[src/rtl/qsched_pkg.sv]
package qsched_pkg;

    // Per-group occupancy state
    typedef enum logic [1:0] {
        G_FREE,
        G_READY,
        G_WALU,
        G_WTEX
    } gstate_e;

    // Central sequencer state
    typedef enum logic [1:0] {
        S_PICK,
        S_FETCH,
        S_ISSUE
    } fsm_e;

    // Instruction attributes kept while the beats replay
    typedef struct packed {
        logic       tex;
        logic       fin;
        logic [3:0] lat;
    } op_attr_t;

endpackage

[src/rtl/qsched_alloc.sv]
module qsched_alloc #(
    parameter int NGROUPS = 4,
    parameter int NTEMP   = 8,
    parameter int POOL    = 48,
    parameter int THREADS = 4,
    localparam int GW = (NGROUPS > 1) ? $clog2(NGROUPS) : 1,
    localparam int TW = $clog2(NTEMP + 1),
    localparam int CW = $clog2(POOL + THREADS * NTEMP + 1)
) (
    input  logic               clk,
    input  logic               rst_n,
    input  logic               req,
    input  logic [TW-1:0]      temps,
    input  logic [NGROUPS-1:0] slot_busy,
    input  logic               ret_valid,
    input  logic [GW-1:0]      ret_gid,
    output logic               grant,
    output logic [GW-1:0]      gid
);

    logic [CW-1:0] free_q;
    logic [CW-1:0] held [NGROUPS];
    logic [CW-1:0] need;
    logic          found;

    assign need = CW'(temps) * CW'(THREADS);

    // Lowest-numbered free slot
    always_comb begin
        found = 1'b0;
        gid   = '0;
        for (int g = NGROUPS - 1; g >= 0; g--) begin
            if (!slot_busy[g]) begin
                found = 1'b1;
                gid   = GW'(g);
            end
        end
    end

    assign grant = req && found && (need <= free_q);

    always_ff @(posedge clk or negedge rst_n) begin
        if (!rst_n) begin
            free_q <= CW'(POOL);
            for (int g = 0; g < NGROUPS; g++) held[g] <= '0;
        end else begin
            free_q <= free_q - (grant ? need : '0) + (ret_valid ? held[ret_gid] : '0);
            if (grant) held[gid] <= need;
        end
    end

endmodule

[src/rtl/qsched_rr.sv]
module qsched_rr #(
    parameter int N = 4,
    localparam int GW = (N > 1) ? $clog2(N) : 1
) (
    input  logic [N-1:0]  ready,
    input  logic [GW-1:0] last,
    output logic          any,
    output logic [GW-1:0] pick
);

    // Scan starts one past the last pick and wraps around
    always_comb begin
        any  = 1'b0;
        pick = last;
        for (int i = 1; i <= N; i++) begin
            if (!any && ready[(int'(last) + i) % N]) begin
                any  = 1'b1;
                pick = GW'((int'(last) + i) % N);
            end
        end
    end

endmodule

[src/rtl/qsched_sb.sv]
module qsched_sb #(
    parameter int NGROUPS = 4,
    parameter int NTEMP   = 8,
    localparam int GW = (NGROUPS > 1) ? $clog2(NGROUPS) : 1,
    localparam int RW = (NTEMP > 1) ? $clog2(NTEMP) : 1
) (
    input  logic          clk,
    input  logic          rst_n,
    input  logic          set_valid,
    input  logic [GW-1:0] set_gid,
    input  logic [RW-1:0] set_reg,
    input  logic          clr_valid,
    input  logic [GW-1:0] clr_gid,
    input  logic [RW-1:0] clr_reg,
    input  logic [GW-1:0] q_gid,
    input  logic [RW-1:0] q_a,
    input  logic [RW-1:0] q_b,
    input  logic [RW-1:0] q_d,
    output logic          hazard
);

    logic [NTEMP-1:0] busy [NGROUPS];
    logic [NTEMP-1:0] live;

    // A writeback landing this cycle already counts as resolved
    always_comb begin
        live = busy[q_gid];
        if (clr_valid && clr_gid == q_gid) live[clr_reg] = 1'b0;
        hazard = live[q_a] | live[q_b] | live[q_d];
    end

    always_ff @(posedge clk or negedge rst_n) begin
        if (!rst_n) begin
            for (int g = 0; g < NGROUPS; g++) busy[g] <= '0;
        end else begin
            if (clr_valid) busy[clr_gid][clr_reg] <= 1'b0;
            if (set_valid) busy[set_gid][set_reg] <= 1'b1;
        end
    end

endmodule

[src/rtl/qsched_top.sv]
module qsched_top
    import qsched_pkg::*;
#(
    parameter int NGROUPS = 4,
    parameter int LANES   = 2,
    parameter int NTEMP   = 8,
    parameter int POOL    = 48,
    parameter int PCW     = 8,
    localparam int GW    = (NGROUPS > 1) ? $clog2(NGROUPS) : 1,
    localparam int RW    = (NTEMP > 1) ? $clog2(NTEMP) : 1,
    localparam int TW    = $clog2(NTEMP + 1),
    localparam int BEATS = 4 / LANES,
    localparam int BW    = (BEATS > 1) ? $clog2(BEATS) : 1
) (
    input  logic           clk,
    input  logic           rst_n,
    input  logic           alloc_req,
    input  logic [TW-1:0]  alloc_temps,
    input  logic [PCW-1:0] alloc_pc,
    output logic           alloc_grant,
    output logic [GW-1:0]  alloc_gid,
    output logic           fetch_valid,
    output logic [GW-1:0]  fetch_gid,
    output logic [PCW-1:0] fetch_pc,
    input  logic           fi_tex,
    input  logic           fi_fin,
    input  logic [3:0]     fi_lat,
    input  logic [RW-1:0]  fi_dst,
    input  logic [RW-1:0]  fi_srca,
    input  logic [RW-1:0]  fi_srcb,
    output logic           issue_valid,
    output logic [GW-1:0]  issue_gid,
    output logic [1:0]     issue_lane,
    output logic [PCW-1:0] issue_pc,
    output logic           issue_tex,
    output logic [3:0]     issue_lat,
    output logic [RW-1:0]  issue_dst,
    output logic           issue_last,
    input  logic           wb_valid,
    input  logic [GW-1:0]  wb_gid,
    input  logic [RW-1:0]  wb_reg,
    output logic           tex_req,
    output logic [GW-1:0]  tex_gid,
    input  logic           tex_done,
    input  logic [GW-1:0]  tex_done_gid,
    output logic           retire_valid,
    output logic [GW-1:0]  retire_gid
);

    fsm_e               st, st_nx;
    gstate_e            gst [NGROUPS];
    logic [PCW-1:0]     gpc [NGROUPS];
    logic [GW-1:0]      cur, last_pick;
    logic [BW-1:0]      beat;
    op_attr_t           op_q;
    logic [RW-1:0]      dst_q;
    logic [NGROUPS-1:0] ready_v, busy_v;
    logic               rr_any, hazard, beat_last, issue_done;
    logic [GW-1:0]      rr_pick;
    logic [1:0]         lane_idx;

    always_comb begin
        for (int g = 0; g < NGROUPS; g++) begin
            ready_v[g] = (gst[g] == G_READY);
            busy_v[g]  = (gst[g] != G_FREE);
        end
    end

    // Lane sequencing variant chosen by datapath width
    generate
        if (BEATS == 1) begin : g_wide
            assign beat_last = 1'b1;
            assign lane_idx  = 2'd0;
        end else begin : g_serial
            assign beat_last = (beat == BW'(BEATS - 1));
            assign lane_idx  = 2'(int'(beat) * LANES);
        end
    endgenerate

    qsched_alloc #(.NGROUPS(NGROUPS), .NTEMP(NTEMP), .POOL(POOL), .THREADS(4)) u_alloc (
        .clk       (clk),
        .rst_n     (rst_n),
        .req       (alloc_req),
        .temps     (alloc_temps),
        .slot_busy (busy_v),
        .ret_valid (retire_valid),
        .ret_gid   (retire_gid),
        .grant     (alloc_grant),
        .gid       (alloc_gid)
    );

    qsched_rr #(.N(NGROUPS)) u_rr (
        .ready (ready_v),
        .last  (last_pick),
        .any   (rr_any),
        .pick  (rr_pick)
    );

    qsched_sb #(.NGROUPS(NGROUPS), .NTEMP(NTEMP)) u_sb (
        .clk       (clk),
        .rst_n     (rst_n),
        .set_valid (issue_done && !op_q.tex && !op_q.fin),
        .set_gid   (cur),
        .set_reg   (dst_q),
        .clr_valid (wb_valid),
        .clr_gid   (wb_gid),
        .clr_reg   (wb_reg),
        .q_gid     (cur),
        .q_a       (fi_srca),
        .q_b       (fi_srcb),
        .q_d       (fi_dst),
        .hazard    (hazard)
    );

    // Next-state logic
    always_comb begin
        st_nx = st;
        unique case (st)
            S_PICK:  if (rr_any) st_nx = S_FETCH;
            S_FETCH: st_nx = hazard ? S_PICK : S_ISSUE;
            S_ISSUE: if (beat_last) st_nx = S_PICK;
            default: st_nx = S_PICK;
        endcase
    end

    // State register with the sequencer's working registers
    always_ff @(posedge clk or negedge rst_n) begin
        if (!rst_n) begin
            st        <= S_PICK;
            cur       <= '0;
            last_pick <= GW'(NGROUPS - 1);
            beat      <= '0;
            op_q      <= '0;
            dst_q     <= '0;
        end else begin
            st <= st_nx;
            if (st == S_PICK && rr_any) begin
                cur       <= rr_pick;
                last_pick <= rr_pick;
            end
            if (st == S_FETCH) begin
                op_q  <= '{tex: fi_tex, fin: fi_fin, lat: fi_lat};
                dst_q <= fi_dst;
                beat  <= '0;
            end else if (st == S_ISSUE && !beat_last) begin
                beat <= beat + 1'b1;
            end
        end
    end

    // Outputs
    always_comb begin
        fetch_valid  = (st == S_FETCH);
        fetch_gid    = cur;
        fetch_pc     = gpc[cur];
        issue_valid  = (st == S_ISSUE);
        issue_gid    = cur;
        issue_lane   = lane_idx;
        issue_pc     = gpc[cur];
        issue_tex    = op_q.tex;
        issue_lat    = op_q.lat;
        issue_dst    = dst_q;
        issue_last   = issue_valid && beat_last;
        issue_done   = issue_last;
        tex_req      = issue_done && op_q.tex;
        tex_gid      = cur;
        retire_valid = issue_done && op_q.fin;
        retire_gid   = cur;
    end

    // Group table
    always_ff @(posedge clk or negedge rst_n) begin
        if (!rst_n) begin
            for (int g = 0; g < NGROUPS; g++) begin
                gst[g] <= G_FREE;
                gpc[g] <= '0;
            end
        end else begin
            for (int g = 0; g < NGROUPS; g++) begin
                if (alloc_grant && alloc_gid == GW'(g)) begin
                    gst[g] <= G_READY;
                    gpc[g] <= alloc_pc;
                end else begin
                    unique case (gst[g])
                        G_READY: begin
                            if (st == S_FETCH && cur == GW'(g) && hazard) begin
                                gst[g] <= G_WALU;
                            end else if (issue_done && cur == GW'(g)) begin
                                if (op_q.fin)      gst[g] <= G_FREE;
                                else if (op_q.tex) gst[g] <= G_WTEX;
                            end
                        end
                        G_WALU: if (wb_valid && wb_gid == GW'(g)) gst[g] <= G_READY;
                        G_WTEX: if (tex_done && tex_done_gid == GW'(g)) gst[g] <= G_READY;
                        default: ;
                    endcase
                    if (issue_done && cur == GW'(g)) gpc[g] <= gpc[g] + 1'b1;
                end
            end
        end
    end

endmodule

[config.mk]
export PLATFORM = sky130hd
export DESIGN_NAME = qsched_top
export DESIGN_NICKNAME = d
export VERILOG_FILES = /design/src/rtl/qsched_pkg.sv /design/src/rtl/qsched_alloc.sv /design/src/rtl/qsched_rr.sv /design/src/rtl/qsched_sb.sv /design/src/rtl/qsched_top.sv
export SDC_FILE = /design/constraint.sdc
export NUM_CORES = 1
export LEC_CHECK = 0
export ABC_AREA = 1
export BUFFER_PORTS_ARGS = -buffer_cell sky130_fd_sc_hd__buf_2
export CAP_MARGIN = 10
export CORE_MARGIN = 3
export CORE_UTILIZATION = 55
export DETAILED_ROUTE_END_ITERATION = 10
export PLACE_DENSITY = 0.78
export SLEW_MARGIN = 40
export SYNTH_ARGS = -nofsm -noshare
export SYNTH_HDL_FRONTEND = slang
export SYNTH_SLANG_ARGS = --single-unit
export TNS_END_PERCENT = 50
[constraint.sdc]
create_clock -name clk -period 6.85 [get_ports clk]
set_input_delay 1.0275 -clock clk [delete_from_list [all_inputs] [get_ports clk]]
set_output_delay 1.0275 -clock clk [all_outputs]
set_load 0.01 [all_outputs]
Word level (Yosys, flattened, before mapping)
Index checks and enable logic that the tools add are counted.
- output and inout port bits: 42
- register bits: 123
- logic and storage cells: 287
- equality and inequality tests: 45
- add/sub/neg operators: 11
- $lt $le $gt $ge: 18
- bitwise logic cells: 14
- reductions and logical operators: 75
- muxes and demuxes: 99
- operators by type and width (operator ; count):
    $mux W8 ; 15
    $mux W2 ; 33
    $mux W32 ; 2
    $logic_and A1 B1 Y1 ; 42
    $lt A3 B4 Y1 const B ; 9
    $eq A2 B2 Y1 const B ; 17
    $add A8 B1 Y8 const B ; 4
    $and A32 B32 Y32 ; 1
    $bmux W8 S2 ; 2
    $demux W8 S2 ; 2
    $not A32 Y32 ; 1
    $or A32 B32 Y32 ; 1
    $pmux W2 S3 ; 5
    $bwmux W28 ; 1
    $mux W7 ; 4
    $ne A3 B3 Y1 const B ; 8
    $mux W1 ; 23
    $ne A5 B5 Y1 const B ; 4
    $reduce_and A5 Y1 ; 4
    $eq A2 B1 Y1 const B ; 9
    $reduce_bool A2 Y1 ; 9
    $ne A4 B4 Y1 const B ; 4
    $reduce_bool A4 Y1 ; 4
    $bmux W7 S2 ; 1
    26 further kinds ; 57

Depth between registers and ports, before layout
Gate-level depths: netlist of the first run.
- word-level depth: 18
- depth in mapped cells: 19
- mapped depth without buffers: 17

Cells and area by module
A second synthesis of the first run with hierarchy kept.
- cells, all modules: 965
- area total of the unflattened synthesis: 7211.9 µm²
- by module, submodules not included (module ; cells an instance ; sequential area each (µm²) ; times used ; area an instance (µm²)):
    qsched_top ; 458 ; 1403.8 ; 1 ; 3524.6
    qsched_sb ; 286 ; 800.8 ; 1 ; 1983.2
    qsched_alloc ; 175 ; 528.0 ; 1 ; 1472.7
    qsched_rr ; 46 ; 0.0 ; 1 ; 231.5

Least setup slack after synthesis of the first run
No wires, ideal clock.
- path kind: input -> register
- start point: input port alloc_temps[3]
- end point: register u_alloc.free_q[6]
- arrival: 3.165 ns
- buffers on the path: 0
- stages: 12
- setup time: 0.126 ns
- setup slack: 3.559 ns
- path through: ha_1 a41oi_1 nand2_1 nand2_2 nor2_1 fa_1 inv_1 ha_1 ha_1 nand3_1 nand3_1 xor2_1
- longest elaborated chain between the ends: 5
- RTL lines (what ; line ; RTL):
    start, declared ; qsched_top.sv:18 ; input logic [TW-1:0] alloc_temps,
    $le A6 B7 Y1 ; qsched_alloc.sv:40 ; assign grant = req && found && (need <= free_q);
    $logic_and A1 B1 Y1 ; qsched_alloc.sv:40 ;
    $mux W6 (*) ; qsched_alloc.sv:47 ; free_q <= free_q - (grant ? need : '0) + (ret_valid ? held[ret_gid] : '0);
    $sub A7 B7 Y7 (*) ; qsched_alloc.sv:47 ;
    $add A7 B7 Y7 (*) ; qsched_alloc.sv:47 ;
    end signal, assigned ; qsched_alloc.sv:44 ; free_q <= CW'(POOL);
    end signal, assigned ; qsched_alloc.sv:47 ;
    end, declared ; qsched_alloc.sv:21 ; logic [CW-1:0] free_q;
Every way passes the cells marked *; elsewhere a longest branch is shown, timed or not.
A chain may end at the register's enable or synchronous reset.

Final worst setup path of the first run
- start point: register cur[0], in the netlist fetch_gid[0]
- end point: output port fetch_pc[3]
- longest elaborated chain between the ends: 4
- RTL lines (what ; line ; RTL):
    start, declared ; qsched_top.sv:53 ; logic [GW-1:0] cur, last_pick;
    start signal, assigned ; qsched_top.sv:138 ; cur <= rr_pick;
    $not A2 Y3 (not written as such) ; qsched_top.sv:155 ; fetch_pc = gpc[cur];
    $bmux W8 S2 ; qsched_top.sv:155 ;
    $mux W8 (not written as such) (2 in a row) ; qsched_top.sv:155 ;
    end, declared ; qsched_top.sv:24 ; output logic [PCW-1:0] fetch_pc,
No other way between the ends. The select of a mux whose other input is x is not followed.

==> results.json, run 1 <==
{
  "fin_hold_ws_ns": 0.479,
  "critPathLaunch": "fetch_gid[0]",
  "core.rowCount": 40,
  "drv_slew": 0,
  "grt_pass1_vias": 6054,
  "cp_slowest_stage_delay_ns": 0.78,
  "synthArstFlopShare": 1.00,
  "power_density_mw_per_mm2": 484,
  "cpLargestDelayFamily": "flip-flops",
  "grt_pass1_wl_um": 30700,
  "cts_buffers": 9,
  "worst_path_max_delay_cell": "dfrtp_1",
  "arrival_ns": 2.58,
  "syn-num-nets": 1001,
  "status": "finished, final reports clean",
  "path_class": "reg -> out",
  "core_mm2": 0.0122,
  "wl_per_cell_um": 15.9,
  "multi_input_area_mm2": 0.00349,
  "p_leak_uw": 0.00380,
  "syn_area_mm2": 0.00698,
  "drt_pre_antenna_iters": 6,
  "die_w_um": 119,
  "synth_top_area_share": 0.376,
  "synth_most_common_cell": "nand2_1",
  "relSlewSlack": 0.489,
  "start_util": 0.572,
  "chipHeight_um": 119,
  "synthFlopType": "dfrtp_1",
  "synth_common_cells": "nand2_1 (239), inv_1 (123), o21ai_0 (115), dfrtp_1 (105), nand3_1 (82)",
  "vias": 6615,
  "drtAntennaViolNets": 0,
  "layout-drive-gt1-share": 0.126,
  "antenna_cells": 0,
  "insertion_delay_ns": 0.36,
  "fin_ws_ns": 3.24,
  "period_share": 0.527,
  "gr-total-overflow": 0,
  "netlist_top_cells_area": "dfrtp_1 (38%), nand2_1 (13%), o21ai_0 (8.2%)",
  "cts_resized": 0,
  "drv_cap": 0,
  "postCtsSetupRepairBufs": 0,
  "grt_use_total": 0.269,
  "ff_latch_area_mm2": 0.00273,
  "path_buf_inv": 2,
  "critPathMaxFanout": 17,
  "grt_max_degree": 63,
  "final_area_mm2": 0.00764,
  "setup-tns-final_ns": 0,
  "synthToLayoutAreaGrowth_pct": 9.45,
  "drt-total-wl_um": 18500,
  "seq_area_frac_synth": 0.391,
  "r2r-start": "fetch_gid[0]",
  "yosysTopAreaCell": "dfrtp_1",
  "worstPathCellList": "nand2_1, inv_1, a22oi_1, o221ai_1, buf_2",
  "ios": 81,
  "place_inst": 1148,
  "drc": 0,
  "synth_cell_types": 46,
  "timing.fmax_ghz": 0.277,
  "peakVddDrop_mv": 0.358,
  "viasPerCell": 5.68,
  "fin_skew_ns": 0.00773,
  "avgSynthCellArea_um2": 7.43,
  "critical_path.endpoint_type": "output port",
  "setup_viol": 0,
  "synth-edff-count": 0,
  "io_buffer_count": 79,
  "h-tree-depth": 3,
  "hold_violations": 0,
  "worstPathRequired_ns": 5.82,
  "hpwl_um": 13500,
  "min_period_ns": 3.61,
  "cts_hold_buffers": 0,
  "cts_sinks": 109,
  "ys_ff_latch": 109,
  "antenna_found_initial": 0,
  "grt_setup_unrepaired": "no",
  "synthCells": 940,
  "crit_path_start_kind": "flip-flop",
  "dpl_cell_area_mm2": 0.00734,
  "layout.cells.non_filler": 1164,
  "worstMarginPinSlew_ns": 0.766,
  "drtIter0Drc": 481,
  "nFillCells": 1142,
  "yosys_warnings": 0,
  "tritoncts": "done",
  "dpl_worst_slack_ns": 3.28,
  "cts_buffer_depth": 2,
  "cts_root_buffer": "clkbuf_16",
  "nNetsFinal": 1052,
  "gp_congestion": 0.945,
  "clk_pin_slew_worst_paths_ns": 0.08,
  "hold_path_class": "reg -> reg",
  "min_from": "issue_lat[1]",
  "die_area_mm2": 0.0141
}
[final timing paths]
check / endpoint / cells after the start / slack, ns
setup reg to reg: u_alloc.free_q[6] / 12 / 3.37
hold / removal: issue_lat[1] / 2 / 0.48
setup / recovery: fetch_pc[3] / 5 / 3.24
max in group asynchronous: issue_lat[2] / 2 / 5.17
min in group asynchronous: gpc[11] / 1 / 0.68
hold reg to reg: issue_lat[1] / 2 / 0.48
[worst reg2reg max path, delay by kind of cell, from the launching register on]
family          cells  cell delay, ns
fa+ha+maj           3            0.99
flops               1            0.78
simple gates        5            0.70
buf+inv             2            0.57
compound gates      1            0.18
xor+xnor            1            0.15
[layout make-up]
type                       instances  share of cell area
inverter                         130              0.0639
clock inverter                     7             0.00983
clock buffer                       9              0.0295
tap                              168              0.0275
timing repair buffer              81              0.0545
multi-input combinational        660               0.457
sequential                       109               0.358
[flip-flops by register name, summed over array words and instances (netlist names), 3 cells and up]
signal          count
gpc                32
u_sb.busy          32
u_alloc.held       16
gst                 8
u_alloc.free_q      5
issue_lat           4
issue_dst           3
[cell families (layout without fill, tap and decap cells)]
kind of cell,Yosys count,in the layout,share of synthesized area
AO/OA/AOI/OAI,191,191,0.162
XOR/XNOR,21,21,0.0263
adder cells (fa/ha/maj),22,22,0.0448
buffers and inverters,171,227,0.108
flip-flops,109,109,0.391
multiplexers,1,1,0.00161
other,1,1,0.000537
AND/OR/NAND/NOR,424,424,0.265
[cell usage in the layout (no fill, tap or decap), drive strengths merged, types with 5 or more instances in the layout]
cell,count
nand3,85
ha,17
nand2,248
o21ai,115
nor3,14
xor2,17
inv,129
clkbuf,9
buf,81
dfrtp,105
fa,5
a21oi,19
o221ai,21
nor2,59
nand4,12
a22oi,15
[metal layers]
layer | vias to the layer above | global-route usage | part of all wire
met5 | - | 0 | 0
met4 | 0 | 0.0775 | 0.024
met3 | 37 | 0.0507 | 0.083
met2 | 287 | 0.416 | 0.46
met1 | 3089 | 0.388 | 0.43
li1 | 3202 | - | -
[report_power, final]
group	switching (uW)	internal, uW
clock	252	285
sequential	252	925
combinational	1270	708
[per-stage QoR]
stage / total power [uW] / utilization
4_1_cts: 3680 / 0.625
3_3_place_gp: 3100 / 0.601
6_report: 3700 / 0.626
3_5_place_dp: 3140 / 0.601
5_1_grt: 4060 / 0.626
2_1_floorplan: 2690 / -
(Power assumes the default switching activity.)
==> inputs of run 2 (changes only) <==
clock period = 3.7 ns   (was 6.85 ns; I/O delays follow)
==> results.json, run 2 (synthesis results as in run 1) <==
{
  "grt_pass1_vias": 6065,
  "crit_path_start_kind": "flip-flop",
  "timing.rr.end": "u_alloc.free_q[6]",
  "vias": 6532,
  "critPathLaunch": "fetch_gid[0]",
  "grt_use_total": 0.264,
  "min_period_ns": 3.04,
  "relSlewSlack": 0.545,
  "nNetsFinal": 1061,
  "chipHeight_um": 119,
  "die_area_mm2": 0.0141,
  "worstPathRequired_ns": 3.94,
  "peakVddDrop_mv": 0.598,
  "period_share": 0.821,
  "power_density_mw_per_mm2": 881,
  "ios": 81,
  "power_uw": 6780,
  "grt_setup_unrepaired": "no",
  "reg2reg_slack_ns": 0.66,
  "layout.cells.non_filler": 1173,
  "fin_ws_ns": 0.662,
  "cts_buffers": 9,
  "timing.fmax_ghz": 0.329,
  "fin_skew_ns": 0.00806,
  "gr-total-overflow": 0,
  "io_buffer_count": 79,
  "postCtsSetupRepairBufs": 0,
  "nFillCells": 1142,
  "drtAntennaViolNets": 0,
  "place_inst": 1157,
  "antenna_cells": 0,
  "cts_sinks": 109,
  "critical_path.endpoint_type": "flip-flop",
  "cts_resized": 0,
  "worstMarginPinSlew_ns": 0.681,
  "met1_length_um": 8300,
  "drv_cap": 0,
  "grt_pass1_wl_um": 30100,
  "p_leak_uw": 0.00384,
  "setup-tns-final_ns": 0,
  "setup_viol": 0,
  "status": "finished, final reports clean",
  "hold_violations": 0,
  "tritoncts": "done",
  "dpl_worst_slack_ns": 0.592,
  "gp_congestion": 0.954,
  "wl_met2_um": 8210,
  "dr.max_layer_used": "met4",
  "start_util": 0.572,
  "insertion_delay_ns": 0.36,
  "cts_root_buffer": "clkbuf_16",
  "cts_hold_buffers": 0,
  "reg_top3": "gpc x32, u_sb.busy x32, u_alloc.held x16",
  "hold_path_class": "in -> async",
  "drc": 0,
  "die_w_um": 119,
  "arrival_ns": 3.28,
  "critPathMaxFanout": 11,
  "grt_max_degree": 64,
  "r2r-start": "fetch_gid[0]",
  "cts_buffer_depth": 2,
  "path_class": "reg -> reg",
  "drt-total-wl_um": 18200,
  "drv_slew": 0,
  "crit_path_end": "u_alloc.free_q[6]",
  "core.rowCount": 40,
  "antenna_found_initial": 0,
  "dr_wl_met3_um": 1280,
  "clk_pin_slew_worst_paths_ns": 0.08,
  "drtIter0Drc": 501,
  "h-tree-depth": 3,
  "drt_pre_antenna_iters": 5,
  "core_mm2": 0.0122,
  "viasPerCell": 5.57,
  "layout_common_cells": "nand2_1 (239), inv_1 (123), o21ai_0 (115), dfrtp_1 (105), nand3_1 (82)",
  "hpwl_um": 13700,
  "reg2reg_depth": 13,
  "wl_per_cell_um": 15.5,
  "final_common_cell": "nand2_1",
  "layout-drive-gt1-share": 0.131,
  "synthToLayoutAreaGrowth_pct": 10.1
}
## run 2: final cells by class
type	count	area [um2]	share of cell area
clock buffer	11	233	0.0303
clock inverter	5	35.0	0.00456
inverter	130	488	0.0635
multi-input combinational	660	3490	0.454
sequential	109	2730	0.355
tap	168	210	0.0273
timing repair buffer	90	497	0.0646
## run 2: metal layers
metal,vias up,track usage
li1,3211,-
met1,3052,0.371
met5,-,0
met2,233,0.406
met3,36,0.0627
met4,0,0.0797
## run 2: power breakdown
part | leakage [uW] | switching [uW] | total, uW | internal (uW)
clock | 0.000130 | 447 | 908 | 460
combinational | 0.00240 | 2380 | 3720 | 1340
sequential | 0.00131 | 430 | 2140 | 1710
## run 2: worst min path at each step
stage / end
6_report: gpc[1]
5_1_grt: gpc[0]
4_1_cts: gpc[0]
3_5_place_dp: issue_lat[2]
3_3_place_gp: issue_lat[1]
2_1_floorplan: beat
## run 2: stage by stage
stage / util / instance area (um2) / hold slack [ns]
floorplan: - / 6980 / 0.259
global placement: 0.607 / 7420 / 0.457
detailed placement: 0.607 / 7420 / 0.460
CTS: 0.629 / 7680 / 0.322
global route: 0.630 / 7690 / 0.220
finish: 0.630 / 7690 / 0.188
## run 2: worst max-delay path, cell delays in order, from the launching register on
cell     delay [ns]
dfrtp_1        0.57
nand2_1        0.11
buf_4          0.18
inv_1          0.34
a22oi_1        0.16
nand2_1        0.10
nand2_1        0.06
fa_1           0.49
inv_1          0.08
ha_1           0.32
ha_1           0.18
nand3_1        0.07
nand3_1        0.09
xor2_1         0.15
==> inputs of run 3 (changes only) <==
CORE_UTILIZATION = 54   (was 55)
PLACE_DENSITY = 0.8   (was 0.78)
clock period = 2.7 ns   (was 3.7 ns; I/O delays follow)
==> results.json, run 3 (synthesis results as in run 1) <==
{
  "vias": 6727,
  "drtIter0Drc": 674,
  "ios": 81,
  "arrival_ns": 2.87,
  "synthToLayoutAreaGrowth_pct": 15.3,
  "critical_path.endpoint_type": "flip-flop",
  "chipHeight_um": 120,
  "setup-tns-final_ns": 0,
  "grt_max_degree": 50,
  "drc": 0,
  "switchingPower_uw": 4680,
  "status": "finished, final reports clean",
  "gp_congestion": 0.959,
  "nFillCells": 1089,
  "grt_use_total": 0.272,
  "layout.cells.non_filler": 1206,
  "final_common_cell": "nand2_1",
  "io_buffer_count": 79,
  "wl_met2_um": 9130,
  "reg2reg_slack_ns": 0.08,
  "grt_setup_unrepaired": "yes",
  "intPower_uw": 5260,
  "cts_hold_buffers": 0,
  "crit_path_start_kind": "flip-flop",
  "grt_pass1_vias": 6326,
  "grt_pass1_wl_um": 31200,
  "layout_common_cells": "nand2_1 (239), inv_1 (118), o21ai_0 (114), dfrtp_1 (104), nand3_1 (82)",
  "seq_power_share": 0.294,
  "clk_pin_slew_worst_paths_ns": 0.07,
  "setup_viol": 0,
  "timing.rr.end": "u_alloc.free_q[6]",
  "worstMarginPinSlew_ns": 0.647,
  "reg2reg_depth": 14,
  "drv_cap": 0,
  "path_class": "reg -> reg",
  "cts_buffer_depth": 2,
  "hpwl_um": 14500,
  "nNetsFinal": 1094,
  "dpl_cell_area_mm2": 0.00769,
  "met1_length_um": 8040,
  "drt_pre_antenna_iters": 5,
  "dr_wl_met3_um": 1360,
  "insertion_delay_ns": 0.36,
  "antenna_cells": 0,
  "min_period_ns": 2.62,
  "layout-drive-gt1-share": 0.175,
  "fin_ws_ns": 0.0815,
  "core.rowCount": 40,
  "worstPathRequired_ns": 2.95,
  "reg_top3": "gpc x32, u_sb.busy x32, u_alloc.held x16",
  "r2r-start": "u_alloc.free_q[5]",
  "start_util": 0.567,
  "hold_path_class": "in -> async",
  "multi_input_area_mm2": 0.00357,
  "critPathMaxFanout": 5,
  "relSlewSlack": 0.565,
  "period_share": 0.970,
  "dr.max_layer_used": "met4",
  "clkPwrFrac": 0.137,
  "h-tree-depth": 3,
  "cts_root_buffer": "clkbuf_16",
  "antenna_found_initial": 0,
  "cts_buffers": 9,
  "die_area_mm2": 0.0143,
  "drv_slew": 0,
  "final_area_mm2": 0.00805,
  "power_density_mw_per_mm2": 1230,
  "drtAntennaViolNets": 0,
  "p_comb_frac": 0.569,
  "fin_skew_ns": 0.00755,
  "dpl_worst_slack_ns": -0.124,
  "p_leak_uw": 0.00399,
  "ff_latch_area_mm2": 0.00273,
  "peakVddDrop_mv": 0.777,
  "core_mm2": 0.0123,
  "hold_violations": 0,
  "drt-total-wl_um": 19100,
  "cts_sinks": 109,
  "place_inst": 1189,
  "sw_frac_of_total": 0.471,
  "die_w_um": 120,
  "tritoncts": "done",
  "timing.fmax_ghz": 0.382,
  "wl_per_cell_um": 15.9,
  "viasPerCell": 5.58,
  "gr-total-overflow": 0
}
==> run 3: cell types whose count changed in the layout (fill, tap and decap cells not counted), moves of 2 or more <==
cell	change
fa_2	+2
inv_1	-5
fa_1	-2
buf_4	+34
clkinv_2	-2
ha_4	+5
clkinvlp_4	+4
clkbuf_1	-2
inv_6	-2
ha_1	-5
inv_2	+4
==> run 3: cell type report <==
| cell class | instances | area share |
|---|---|---|
| clock buffer | 9 | 0.0280 |
| multi-input combinational | 660 | 0.444 |
| inverter | 130 | 0.0609 |
| sequential | 109 | 0.340 |
| clock inverter | 7 | 0.00948 |
| tap | 168 | 0.0261 |
| timing repair buffer | 123 | 0.0920 |
==> run 3: worst max path at each step <==
stage                            from                end  slack, ns  depth (start not counted)
finish              u_alloc.free_q[5]  u_alloc.free_q[6]       0.08                         14
detailed placement     alloc_temps[1]  u_alloc.free_q[6]      -0.12                         13
CTS                 u_alloc.free_q[5]  u_alloc.free_q[5]       0.01                         13
global placement       alloc_temps[1]  u_alloc.free_q[6]      -0.03                         14
floorplan           u_alloc.free_q[5]  u_alloc.free_q[6]       0.02                         14
global route        u_alloc.free_q[3]  u_alloc.free_q[6]      -0.07                         13
==> run 3: metrics by stage <==
step | power [uW] | utilization | hold slack [ns]
after global routing | 10800 | 0.654 | 0.102
after detailed placement | 8380 | 0.625 | 0.466
after CTS | 9820 | 0.651 | 0.0865
final | 9940 | 0.654 | 0.0501
after global placement | 8180 | 0.625 | 0.459
after floorplan | 6860 | - | 0.109
==> run 3: worst max-delay path, cell delays in order, from the launching register on <==
cell,delay [ns]
dfstp_2,0.53
inv_2,0.04
ha_4,0.22
a21oi_1,0.15
o21ai_1,0.08
nand2_1,0.11
nand2_4,0.08
nor2_2,0.10
fa_1,0.43
inv_2,0.09
ha_4,0.20
ha_1,0.17
nand3_1,0.08
nand3_1,0.09
xor2_1,0.15
==> run 3: power groups by stage <==
stage	registers, uW	clock network, uW	logic, uW
3_5_place_dp	2930	0	5440
3_3_place_gp	2910	0	5270
4_1_cts	2910	1370	5530
6_report	2930	1360	5650
5_1_grt	3010	1430	6380
2_1_floorplan	2780	0	4080
==> run 3: what timing repair did <==
action,4_1_cts,5_1_grt
resized for setup,3,9
endpoints found under the setup margin,1,7
pin swaps,0,3
buffers inserted,0,1
==> run 3: routing by layer <==
metal | global-route usage | up-vias
met3 | 0.0556 | 50
met4 | 0.102 | 0
met5 | 0 | -
met1 | 0.362 | 3139
met2 | 0.440 | 251
li1 | - | 3287
